$ cat src/rtl/sec_rtc_pkg.sv
`timescale 1ns/1ps
package sec_rtc_pkg;
  localparam int ADDR_W = 6;
  localparam int CTRL_W = 8;

  localparam logic [ADDR_W-1:0] A_CTRL    = 6'h00;
  localparam logic [ADDR_W-1:0] A_RATE_LO = 6'h04;
  localparam logic [ADDR_W-1:0] A_RATE_HI = 6'h08;
  localparam logic [ADDR_W-1:0] A_PRE_LO  = 6'h0C;
  localparam logic [ADDR_W-1:0] A_PRE_HI  = 6'h10;
  localparam logic [ADDR_W-1:0] A_CMP_LO  = 6'h14;
  localparam logic [ADDR_W-1:0] A_CMP_HI  = 6'h18;
  localparam logic [ADDR_W-1:0] A_STAT    = 6'h1C;
  localparam logic [ADDR_W-1:0] A_SNAP_LO = 6'h20;
  localparam logic [ADDR_W-1:0] A_SNAP_HI = 6'h24;

  // control bit positions
  localparam int B_RUN   = 0;
  localparam int B_EN    = 1;
  localparam int B_WRAP  = 2;
  localparam int B_LOAD  = 3;
  localparam int B_SNAP  = 4;
  localparam int B_MASK  = 5;
  localparam int B_FORCE = 6;
  localparam int B_ACK   = 7;

  localparam logic [CTRL_W-1:0] CTRL_RESET = 8'h01;
endpackage

$ cat src/rtl/sec_rtc_prescale.sv
`timescale 1ns/1ps
module sec_rtc_prescale #(
  parameter int CNT_W = 32
) (
  input  logic             clk,
  input  logic             rst,
  input  logic             clr,
  input  logic             en,
  input  logic [CNT_W-1:0] rate,
  output logic             tick
);
  logic [CNT_W-1:0] phase_q;
  logic [CNT_W-1:0] last_phase;
  logic             at_last;

  // a rate of zero behaves like one: a step on every cycle
  assign last_phase = (rate == '0) ? '0 : rate - 1'b1;
  assign at_last    = (phase_q >= last_phase);
  assign tick       = en & at_last & ~clr;

  always_ff @(posedge clk) begin
    if (rst || clr) begin
      phase_q <= '0;
    end else if (en) begin
      phase_q <= at_last ? '0 : phase_q + 1'b1;
    end
  end
endmodule

$ cat src/rtl/sec_rtc_seconds.sv
`timescale 1ns/1ps
module sec_rtc_seconds #(
  parameter int CNT_W = 32
) (
  input  logic             clk,
  input  logic             rst,
  input  logic             clr,
  input  logic             load,
  input  logic [CNT_W-1:0] preset,
  input  logic             tick,
  input  logic             wrap,
  output logic [CNT_W-1:0] count
);
  localparam logic [CNT_W-1:0] TOP = '1;

  always_ff @(posedge clk) begin
    if (rst || clr) begin
      count <= '0;
    end else if (load) begin
      count <= preset;
    end else if (tick) begin
      if (count != TOP) begin
        count <= count + 1'b1;
      end else if (wrap) begin
        count <= '0;
      end
    end
  end
endmodule

$ cat src/rtl/sec_rtc_alarm.sv
`timescale 1ns/1ps
module sec_rtc_alarm #(
  parameter int CNT_W = 32
) (
  input  logic             clk,
  input  logic             rst,
  input  logic             clr,
  input  logic [CNT_W-1:0] count,
  input  logic [CNT_W-1:0] compare,
  input  logic             ack,
  input  logic             force_on,
  input  logic             mask,
  output logic             pend,
  output logic             raw,
  output logic             alm,
  output logic             irq
);
  logic equal_now;
  logic equal_q;

  assign equal_now = (count == compare);
  assign raw       = (pend | force_on) & ~clr;
  assign alm       = raw & ~mask;

  always_ff @(posedge clk) begin
    if (rst) begin
      equal_q <= 1'b1;
      pend    <= 1'b0;
      irq     <= 1'b0;
    end else begin
      equal_q <= equal_now;
      irq     <= alm;
      if (clr) begin
        pend <= 1'b0;
      end else if (equal_now && !equal_q) begin
        pend <= 1'b1;
      end else if (ack) begin
        pend <= 1'b0;
      end
    end
  end
endmodule

$ cat src/rtl/sec_rtc.sv
`timescale 1ns/1ps
module sec_rtc
  import sec_rtc_pkg::*;
#(
  parameter int          BUS_W      = 16,
  parameter int unsigned FREQ_RESET = 32768
) (
  input  logic              clk,
  input  logic              rst,
  input  logic [ADDR_W-1:0] bus_addr,
  input  logic              bus_we,
  input  logic [BUS_W-1:0]  bus_wdata,
  output logic [BUS_W-1:0]  bus_rdata,
  output logic              irq
);
  localparam int CNT_W = 2 * BUS_W;

  logic [CTRL_W-1:0] ctrl_q;
  logic [CNT_W-1:0]  rate_q, preset_q, compare_q, snap_q, count;
  logic [BUS_W-1:0]  rd_mux;
  logic              run, cnt_en, wrap_en, ld_flag, mask_en;
  logic              tick, alarm_pend, alarm_raw, alarm_alm;

  assign run     = ctrl_q[B_RUN];
  assign cnt_en  = ctrl_q[B_EN];
  assign wrap_en = ctrl_q[B_WRAP];
  assign ld_flag = ctrl_q[B_LOAD];
  assign mask_en = ctrl_q[B_MASK];

  always_ff @(posedge clk) begin
    if (rst) begin
      ctrl_q    <= CTRL_RESET;
      rate_q    <= CNT_W'(FREQ_RESET);
      preset_q  <= '0;
      compare_q <= '0;
      snap_q    <= '0;
    end else begin
      // handshake bits live for one cycle
      ctrl_q[B_LOAD] <= 1'b0;
      ctrl_q[B_SNAP] <= 1'b0;
      ctrl_q[B_ACK]  <= 1'b0;
      if (ctrl_q[B_SNAP]) begin
        snap_q <= count;
      end
      if (bus_we) begin
        case (bus_addr)
          A_CTRL:    ctrl_q                   <= bus_wdata[CTRL_W-1:0];
          A_RATE_LO: rate_q[BUS_W-1:0]        <= bus_wdata;
          A_RATE_HI: rate_q[CNT_W-1:BUS_W]    <= bus_wdata;
          A_PRE_LO:  preset_q[BUS_W-1:0]      <= bus_wdata;
          A_PRE_HI:  preset_q[CNT_W-1:BUS_W]  <= bus_wdata;
          A_CMP_LO:  compare_q[BUS_W-1:0]     <= bus_wdata;
          A_CMP_HI:  compare_q[CNT_W-1:BUS_W] <= bus_wdata;
          default: ;
        endcase
      end
    end
  end

  always_comb begin
    case (bus_addr)
      A_CTRL:    rd_mux = {{(BUS_W-CTRL_W){1'b0}}, ctrl_q};
      A_RATE_LO: rd_mux = rate_q[BUS_W-1:0];
      A_RATE_HI: rd_mux = rate_q[CNT_W-1:BUS_W];
      A_PRE_LO:  rd_mux = preset_q[BUS_W-1:0];
      A_PRE_HI:  rd_mux = preset_q[CNT_W-1:BUS_W];
      A_CMP_LO:  rd_mux = compare_q[BUS_W-1:0];
      A_CMP_HI:  rd_mux = compare_q[CNT_W-1:BUS_W];
      A_STAT:    rd_mux = {{(BUS_W-2){1'b0}}, alarm_alm, alarm_raw};
      A_SNAP_LO: rd_mux = snap_q[BUS_W-1:0];
      A_SNAP_HI: rd_mux = snap_q[CNT_W-1:BUS_W];
      default:   rd_mux = '0;
    endcase
  end

  always_ff @(posedge clk) begin
    if (rst) bus_rdata <= '0;
    else     bus_rdata <= rd_mux;
  end

  sec_rtc_prescale #(.CNT_W(CNT_W)) u_pre (
    .clk(clk), .rst(rst), .clr(~run | ld_flag), .en(cnt_en),
    .rate(rate_q), .tick(tick)
  );

  sec_rtc_seconds #(.CNT_W(CNT_W)) u_sec (
    .clk(clk), .rst(rst), .clr(~run), .load(ld_flag), .preset(preset_q),
    .tick(tick), .wrap(wrap_en), .count(count)
  );

  sec_rtc_alarm #(.CNT_W(CNT_W)) u_alm (
    .clk(clk), .rst(rst), .clr(~run), .count(count), .compare(compare_q),
    .ack(ctrl_q[B_ACK]), .force_on(ctrl_q[B_FORCE]), .mask(mask_en),
    .pend(alarm_pend), .raw(alarm_raw), .alm(alarm_alm), .irq(irq)
  );
endmodule

$ cat config.mk
export PLATFORM = sky130hd
export DESIGN_NAME = sec_rtc
export DESIGN_NICKNAME = d
export VERILOG_FILES = /design/src/rtl/sec_rtc_pkg.sv /design/src/rtl/sec_rtc_prescale.sv /design/src/rtl/sec_rtc_seconds.sv /design/src/rtl/sec_rtc_alarm.sv /design/src/rtl/sec_rtc.sv
export SDC_FILE = /design/constraint.sdc
export NUM_CORES = 1
export LEC_CHECK = 0
export CAP_MARGIN = 20
export CORE_ASPECT_RATIO = 0.9
export CORE_UTILIZATION = 45
export DETAILED_ROUTE_END_ITERATION = 6
export DONT_BUFFER_PORTS = 1
export GPL_ROUTABILITY_DRIVEN = 0
export PLACE_DENSITY = 0.66
export SLEW_MARGIN = 10
export SYNTH_ARGS = -nofsm -noshare
export SYNTH_HDL_FRONTEND = slang
export SYNTH_SLANG_ARGS = --single-unit
$ cat constraint.sdc
create_clock -name clk -period 12.9 [get_ports clk]
set_clock_uncertainty 0.2 [all_clocks]
set_input_delay 1.29 -clock clk [delete_from_list [all_inputs] [get_ports clk]]
set_output_delay 1.29 -clock clk [all_outputs]
set_load 0.05 [all_outputs]
==> results.tsv, run 1 <==
stage	metric	value	unit
clock_tree	PostCTS Resize Cnt	0	
clock_tree	number of CTS-inserted buffers	25	
floorplan	# rows	54	
final_layout	final core occ	0.503	
placement	HPWL after detailed placement	24500	um
logic_synthesis	Mean Syn Cell Area	8.06	sq um
logic_synthesis	Syn. warnings	0	
worst_setup_path	crit-path cells	or4_4, nor4_4, nor3b_4, nand2_2, or3_1, nor3_1, a21oi_1, ha_1, nand4_1, or4_1, a21oi_2, o21a_1, a21boi_0, o311a_1	
route	DR vias/cell	6.23	
worst_setup_path	slowest stage delay, CP	0.60	ns
placement	pre-CTS setup slack	7.88	ns
sta	worst slew pin tran	1.00	ns
sta	Final Critical Period	5.01	ns
final_layout	layout cells sized above 1	0.0658	
floorplan	die area	0.0255	sq mm
logic_synthesis	sequential fraction of the synthesis area	0.392	
worst_setup_path	crit-path max FO	14	
power	LEAKAGE	4.09	nW
floorplan	I/O Pins	42	
sta	Setup Viol. Count Final	0	
final_layout	ant diodes	0	
clock_tree	clock root buffer	clkbuf_16	
final_layout	nets	1395	
hold_path	HP Class	flip-flop to flip-flop	
placement	Placed Area	0.0113	sq mm
sta	unrepaired setup endpoints after global routing	no	
global_route	vias in the first global route	9273	
sta	Final Hold Fails	0	
sta	Fin Setup TNS	0	ns
logic_synthesis	synthesized area	0.0112	sq mm
sta	Final Max Slew Viols	0	
logic_synthesis	EDFF count, synth	0	
worst_setup_path	Worst path slowest cell	or4_4	
sta	Fmax	200	MHz
sta	hold slack	0.270	ns
clock_tree	Hold Buf Count CTS	0	
placement	IO buf count	0	
worst_setup_path	Worst EP arrival	5.23	ns
floorplan	starting density of the core	0.459	
worst_setup_path	CP endpoint kind	flip-flop	
route	post-route ant nets	0	
logic_synthesis	ys flop type	dfxtp_1	
power	Peak VDD IR	83.6	uV
flow_run	total of max-cap violations	0	
logic_synthesis	Post-Syn Instances	1386	
clock_tree	Bufs on Longest Clock Path	3	
clock_tree	clock sink count	219	
route	DR pass1 iterations	7	
route	total number of vias	10300	
clock_tree	Skew-Pair Late Insertion Delay	0.53	ns
power	PwrDens	123	mW/mm^2
route	residual DRC count	0	
route	routed wire length	35600	um
final_layout	post-route cell area	0.0122	sq mm
route	WL/cell	21.4	um
global_route	first-pass GRT wire length	54300	um
logic_synthesis	synthesized flop and latch total	219	
floorplan	Chip Width	168	um
logic_synthesis	Mapped Nets	1447	
sta	normalized max-slew margin	0.333	
hold_path	number of cells on the worst hold path	2	
logic_synthesis	Async SR Flop Fraction	0	
logic_synthesis	Cell variety after synth	66	
worst_setup_path	Worst EP required	13.12	ns
clock_tree	Reg clk slew, reported paths	0.07	ns
sta	post-route clock period utilization	0.388	
worst_setup_path	CP Class	flip-flop to flip-flop	
global_route	initial antenna violation count	1	
final_layout	area grow syn2layout	9.48	%
global_route	Total Routing Usage GR	0.276	
global_route	largest net degree at the start of global routing	142	
clock_tree	clock tree from TritonCTS	done	
worst_setup_path	CP startpoint kind	flip-flop	
sta	final critical-path setup slack	7.89	ns
floorplan	Core Region	0.0243	sq mm
global_route	GRT Residual Overflow	0	
worst_setup_path	Reg2Reg Depth	14	
clock_tree	setup repair bufs after CTS	0	
run_status	outcome	complete, no violations	
floorplan	die height	152	um
clock_tree	CTS HTree Levels	1	
route	initial detailed-routing violation count	1178	
[power by group]
part           leakage [nW]  internal (mW)  switching [mW]
Sequential             1.76          0.678         0.00338
Clock                 0.447          0.490           0.299
Combinational          1.88         0.0114          0.0213
Total                  4.09           1.18           0.323
[logic make-up after synthesis]
| family | after synthesis | synth area share |
|---|---|---|
| buffers and inverters | 119 | 0.0422 |
| XOR/XNOR | 88 | 0.0690 |
| multiplexers | 38 | 0.0341 |
| flip-flops | 219 | 0.392 |
| AND/OR/NAND/NOR | 564 | 0.241 |
| AO/OA/AOI/OAI | 322 | 0.181 |
| adder cells (fa/ha/maj) | 36 | 0.0403 |
[worst paths after layout]
kind                            slack (ns)      start              to
worst max-delay path                  7.89  rate_q[4]  u_sec.count[2]
worst min register to register        0.27  ctrl_q[6]       ctrl_q[6]
worst max register to register        7.89  rate_q[4]  u_sec.count[2]
worst min-delay path                  0.27  ctrl_q[6]       ctrl_q[6]
[layout by cell type, fill, tap and decap left out, types with 32 or more instances in the layout]
cell type  count
a21oi_1      131
a31oi_1       43
dfxtp_1      218
ha_1          36
mux2i_1       37
nand2_1      227
nand3_1       81
nor2_1       111
o21ai_0       50
xnor2_1       56
xor2_1        32
[per-layer routing]
layer / vias up / global-route usage / routed length, um
met5: - / 0 / 13
met4: 2 / 0.103 / 1260
met3: 78 / 0.0665 / 3620
met2: 505 / 0.404 / 15000
met1: 4890 / 0.392 / 15600
li1: 4859 / - / -
[Yosys cell counts, types with 10 or more instances]
cell | instances | area share
nand2_1 | 227 | 0.076
dfxtp_1 | 219 | 0.39
a21oi_1 | 131 | 0.059
nor2_1 | 114 | 0.038
nand3_1 | 81 | 0.036
clkbuf_1 | 74 | 0.025
xnor2_1 | 56 | 0.044
o21ai_0 | 50 | 0.022
a31oi_1 | 43 | 0.024
mux2i_1 | 37 | 0.033
ha_1 | 36 | 0.040
xor2_1 | 32 | 0.025
inv_1 | 25 | 0.0084
nand4_1 | 24 | 0.013
nor3_1 | 24 | 0.011
a222oi_1 | 23 | 0.021
a22oi_1 | 18 | 0.012
nand2b_1 | 12 | 0.0067
or3_1 | 12 | 0.0067
a22o_1 | 10 | 0.0078
buf_2 | 10 | 0.0045
[worst max-delay path, delay by kind of cell, from the launching register on]
kind / cells / cell delay [ns]
flip-flops: 1 / 0.37
AND/OR/NAND/NOR: 8 / 2.57
adder cells (fa/ha/maj): 1 / 0.34
AO/OA/AOI/OAI: 5 / 1.45
[flip-flops by register name (all words and copies together) (netlist names)]
name           cells
preset_q          32
rate_q            32
u_alm.equal_q      1
bus_rdata         16
ctrl_q             8
snap_q            32
u_sec.count       32
u_pre.phase_q     32
u_alm.pend         1
compare_q         32
u_alm.irq          1
[cell type report]
class,count,area [sq um]
multi-input combinational,1048,6340
inverter,26,97.6
clock inverter,13,203
tap,308,385
timing repair buffer,14,113
sequential,219,4390
fill,2359,12100
clock buffer,32,712
[metrics by stage]
stage / instances / total power, mW
final: 1660 / 1.50
after global routing: 1660 / 1.54
after CTS: 1659 / 1.50
after floorplan: 1386 / 0.727
after detailed placement: 1614 / 0.728
after global placement: 1614 / 0.728
No activity file was read; power rests on OpenSTA's default activity.
==> run 2, diff against run 1 <==
Settings changed: ABC_AREA set to 1, PLACE_DENSITY 0.66 to 0.68.
Clock period 12.9 ns to 4.5 ns, I/O delays scaled along.
==> run 2 against run 1 <==
Global-route usage up 3.0 points; sequential cell count unchanged; die area up 9.9%; synthesized area up 10%; final area up 11%.
==> results.tsv, run 2 <==
stage	metric	value	unit	change
floorplan	starting density of the core	0.457		was 0.459
worst_setup_path	CP endpoint kind	flip-flop		unchanged
clock_tree	number of CTS-inserted buffers	25		unchanged
global_route	first-pass GRT wire length	66300	um	was 54300 um
sta	Final Hold Fails	0		unchanged
final_layout	post-route cell area	0.0136	sq mm	was 0.0122 sq mm
global_route	Total Routing Usage GR	0.306		was 0.276
sta	unrepaired setup endpoints after global routing	no		unchanged
power	LEAKAGE	5.69	nW	was 4.09 nW
final_layout	fillers	2686		was 2359
hold_path	HP Class	input pin to flip-flop		was flip-flop to flip-flop
sta	Fmax	254	MHz	was 200 MHz
clock_tree	PostCTS Resize Cnt	0		unchanged
power	NetSw	1.00	mW	was 0.323 mW
route	WL/cell	19.8	um	was 21.4 um
route	DR vias/cell	5.85		was 6.23
sta	normalized max-slew margin	0.271		was 0.333
placement	IO buf count	0		unchanged
logic_synthesis	Syn. warnings	0		unchanged
global_route	largest net degree at the start of global routing	119		was 142
logic_synthesis	Cell variety after synth	50		was 66
floorplan	# rows	57		was 54
global_route	GRT Residual Overflow	0		unchanged
logic_synthesis	Synth area leader	dfxtp_1		unchanged
logic_synthesis	area fraction of the dominant cell type after synthesis	0.356		was 0.392
logic_synthesis	Mapped Nets	1886		was 1447
final_layout	layout cells sized above 1	0.0712		was 0.0658
final_layout	most common cell after layout, fill and taps aside	nand2_1		unchanged
clock_tree	Skew-Pair Late Insertion Delay	0.55	ns	was 0.53 ns
worst_setup_path	crit-path cells	inv_1, nand2_1, nor2_1, nand2_1, nor2_1, inv_1, nor3_2, nand3_1, nor2_1, or2_2, nand3_1, ha_1, nand2_1, nor2_1, nand2_1, nor2_1, nand2_1, nand2_1, nand3_4, buf_12, a21oi_1, nor2_1		was or4_4, nor4_4, nor3b_4, nand2_2, or3_1, nor3_1, a21oi_1, ha_1, nand4_1, or4_1, a21oi_2, o21a_1, a21boi_0, o311a_1
floorplan	die height	159	um	was 152 um
logic_synthesis	Mean Syn Cell Area	6.74	sq um	was 8.06 sq um
power	internal power	3.11	mW	was 1.18 mW
final_layout	multi-input logic area	0.00690	sq mm	was 0.00634 sq mm
power	Clk pwr share	0.477		was 0.525
logic_synthesis	EDFF count, synth	0		unchanged
run_status	outcome	complete, no violations		unchanged
worst_setup_path	Worst EP required	4.72	ns	was 13.12 ns
worst_setup_path	CP startpoint kind	flip-flop		unchanged
final_layout	area grow syn2layout	10.6	%	was 9.48%
power	Comb pwr share	0.045		was 0.022
sta	Final Max Slew Viols	0		unchanged
logic_synthesis	count leader, synth	nand2_1		unchanged
final_layout	nets	1884		was 1395
floorplan	Core Region	0.0269	sq mm	was 0.0243 sq mm
clock_tree	clock tree from TritonCTS	done		unchanged
worst_setup_path	slowest stage delay, CP	0.32	ns	was 0.60 ns
floorplan	die area	0.0280	sq mm	was 0.0255 sq mm
sta	worst slew pin tran	1.09	ns	was 1.00 ns
clock_tree	CTS HTree Levels	1		unchanged
worst_setup_path	crit-path max FO	25		was 14
clock_tree	setup repair bufs after CTS	0		unchanged
clock_tree	clock sink count	219		unchanged
global_route	vias in the first global route	11400		was 9273
clock_tree	Bufs on Longest Clock Path	3		unchanged
final_layout	commonest cells after routing, fill and taps aside	347 x nand2_1, 267 x nor2_1, 218 x dfxtp_1, 182 x o21ai_0, 162 x inv_1		was 227 x nand2_1, 218 x dfxtp_1, 131 x a21oi_1, 111 x nor2_1, 81 x nand3_1
sta	Final Critical Period	3.93	ns	was 5.01 ns
power	switch share	0.243		was 0.215
clock_tree	clock root buffer	clkbuf_16		unchanged
route	DR pass1 iterations	6		was 7
logic_synthesis	Post-Syn Instances	1825		was 1386
floorplan	I/O Pins	42		unchanged
floorplan	Chip Width	176	um	was 168 um
worst_setup_path	Worst EP arrival	4.15	ns	was 5.23 ns
logic_synthesis	sequential fraction of the synthesis area	0.356		was 0.392
worst_setup_path	CP Class	flip-flop to flip-flop		unchanged
sta	Setup Viol. Count Final	0		unchanged
logic_synthesis	synthesized flop and latch total	219		unchanged
route	initial detailed-routing violation count	1763		was 1178
placement	Placed Area	0.0127	sq mm	was 0.0113 sq mm
route	post-route ant nets	0		unchanged
power	Sequential Power Share	0.478		was 0.454
logic_synthesis	leading cell types by count after synthesis	347 x nand2_1, 267 x nor2_1, 219 x dfxtp_1		was 227 x nand2_1, 219 x dfxtp_1, 131 x a21oi_1
logic_synthesis	synthesized area	0.0123	sq mm	was 0.0112 sq mm
logic_synthesis	Async SR Flop Fraction	0		unchanged
power	Peak VDD IR	287	uV	was 83.6 uV
route	residual DRC count	0		unchanged
worst_setup_path	Worst path slowest cell	dfxtp_1		was or4_4
power	PwrDens	302	mW/mm^2	was 123 mW/mm^2
logic_synthesis	ys flop type	dfxtp_1		unchanged
route	routed wire length	43400	um	was 35600 um
logic_synthesis	top cells by area, synth	dfxtp_1 36%, nand2_1 11%, nor2_1 8.1%, o21ai_0 7.4%, a21oi_1 6.2%		was dfxtp_1 39%, nand2_1 7.6%, a21oi_1 5.9%, xnor2_1 4.4%, ha_1 4.0%
sta	post-route clock period utilization	0.874		was 0.388
route	total number of vias	12900		was 10300
placement	HPWL after detailed placement	32100	um	was 24500 um
flow_run	total of max-cap violations	0		unchanged
global_route	initial antenna violation count	6		was 1
final_layout	register area	0.00439	sq mm	unchanged
clock_tree	Reg clk slew, reported paths	0.07	ns	about the same
sta	Fin Setup TNS	0	ns	unchanged
[run 2: final timing paths]
check | from | endpoint | slack, ns | depth (start not counted)
worst min register to register | ctrl_q[5] | u_alm.irq | 0.23 | 1
worst max-delay path | rate_q[5] | u_sec.count[12] | 0.57 | 22
worst min-delay path | bus_wdata[14] | rate_q[14] | 0.03 | 2
worst max register to register | rate_q[5] | u_sec.count[12] | 0.57 | 22
[run 2: logic make-up after synthesis]
logic type / after synthesis / synth area share
AO/OA/AOI/OAI: 407 / 0.182
XOR/XNOR: 50 / 0.0356
adder cells (fa/ha/maj): 36 / 0.0366
buffers and inverters: 254 / 0.0827
flip-flops: 219 / 0.356
AND/OR/NAND/NOR: 859 / 0.306
[run 2: metal layers]
metal | global-route usage | vias to the layer above | part of all wire
li1 | - | 6079 | -
met2 | 0.414 | 765 | 0.39
met1 | 0.446 | 5886 | 0.43
met3 | 0.0970 | 121 | 0.14
met4 | 0.109 | 4 | 0.040
met5 | 0 | - | 0.00053
[run 2: area by class of cell]
class | count | share of cell area
tap | 354 | 0.0326
sequential | 219 | 0.323
clock buffer | 32 | 0.0494
multi-input combinational | 1352 | 0.507
antenna | 3 | 0.000552
clock inverter | 12 | 0.00690
inverter | 180 | 0.0497
timing repair buffer | 45 | 0.0311
[run 2: critical path: cells and delay by family (launching register included)]
| family | cells | cell delay [ns] |
|---|---|---|
| simple gates | 17 | 2.31 |
| buf+inv | 3 | 0.54 |
| flops | 1 | 0.32 |
| fa+ha+maj | 1 | 0.29 |
| compound gates | 1 | 0.14 |
[run 2: what timing repair did]
action | CTS | global route
hold buffers | 14 | 0
hold endpoints to repair | 98 | 0
endpoints found under the setup margin | 0 | 0
[run 2: per-stage QoR]
| step | worst slack [ns] | total power, mW | util | hold WS [ns] | cells |
|---|---|---|---|---|---|
| after floorplan | 1.25 | 2.11 | - | 0.201 | 1825 |
| after global placement | 0.691 | 2.15 | 0.470 | 0.224 | 2133 |
| after detailed placement | 0.629 | 2.15 | 0.471 | 0.222 | 2134 |
| after CTS | 0.597 | 4.11 | 0.504 | 0.00126 | 2192 |
| after global routing | 0.164 | 4.21 | 0.505 | 0.0257 | 2194 |
| final | 0.569 | 4.11 | 0.506 | 0.0264 | 2197 |
[run 2: power by group through the flow]
stage,registers (mW),clock network (mW),logic [mW]
2_1_floorplan,2.00,0,0.109
3_3_place_gp,2.00,0,0.146
3_5_place_dp,2.01,0,0.149
4_1_cts,1.96,1.97,0.177
5_1_grt,1.96,2.05,0.199
6_report,1.96,1.96,0.185
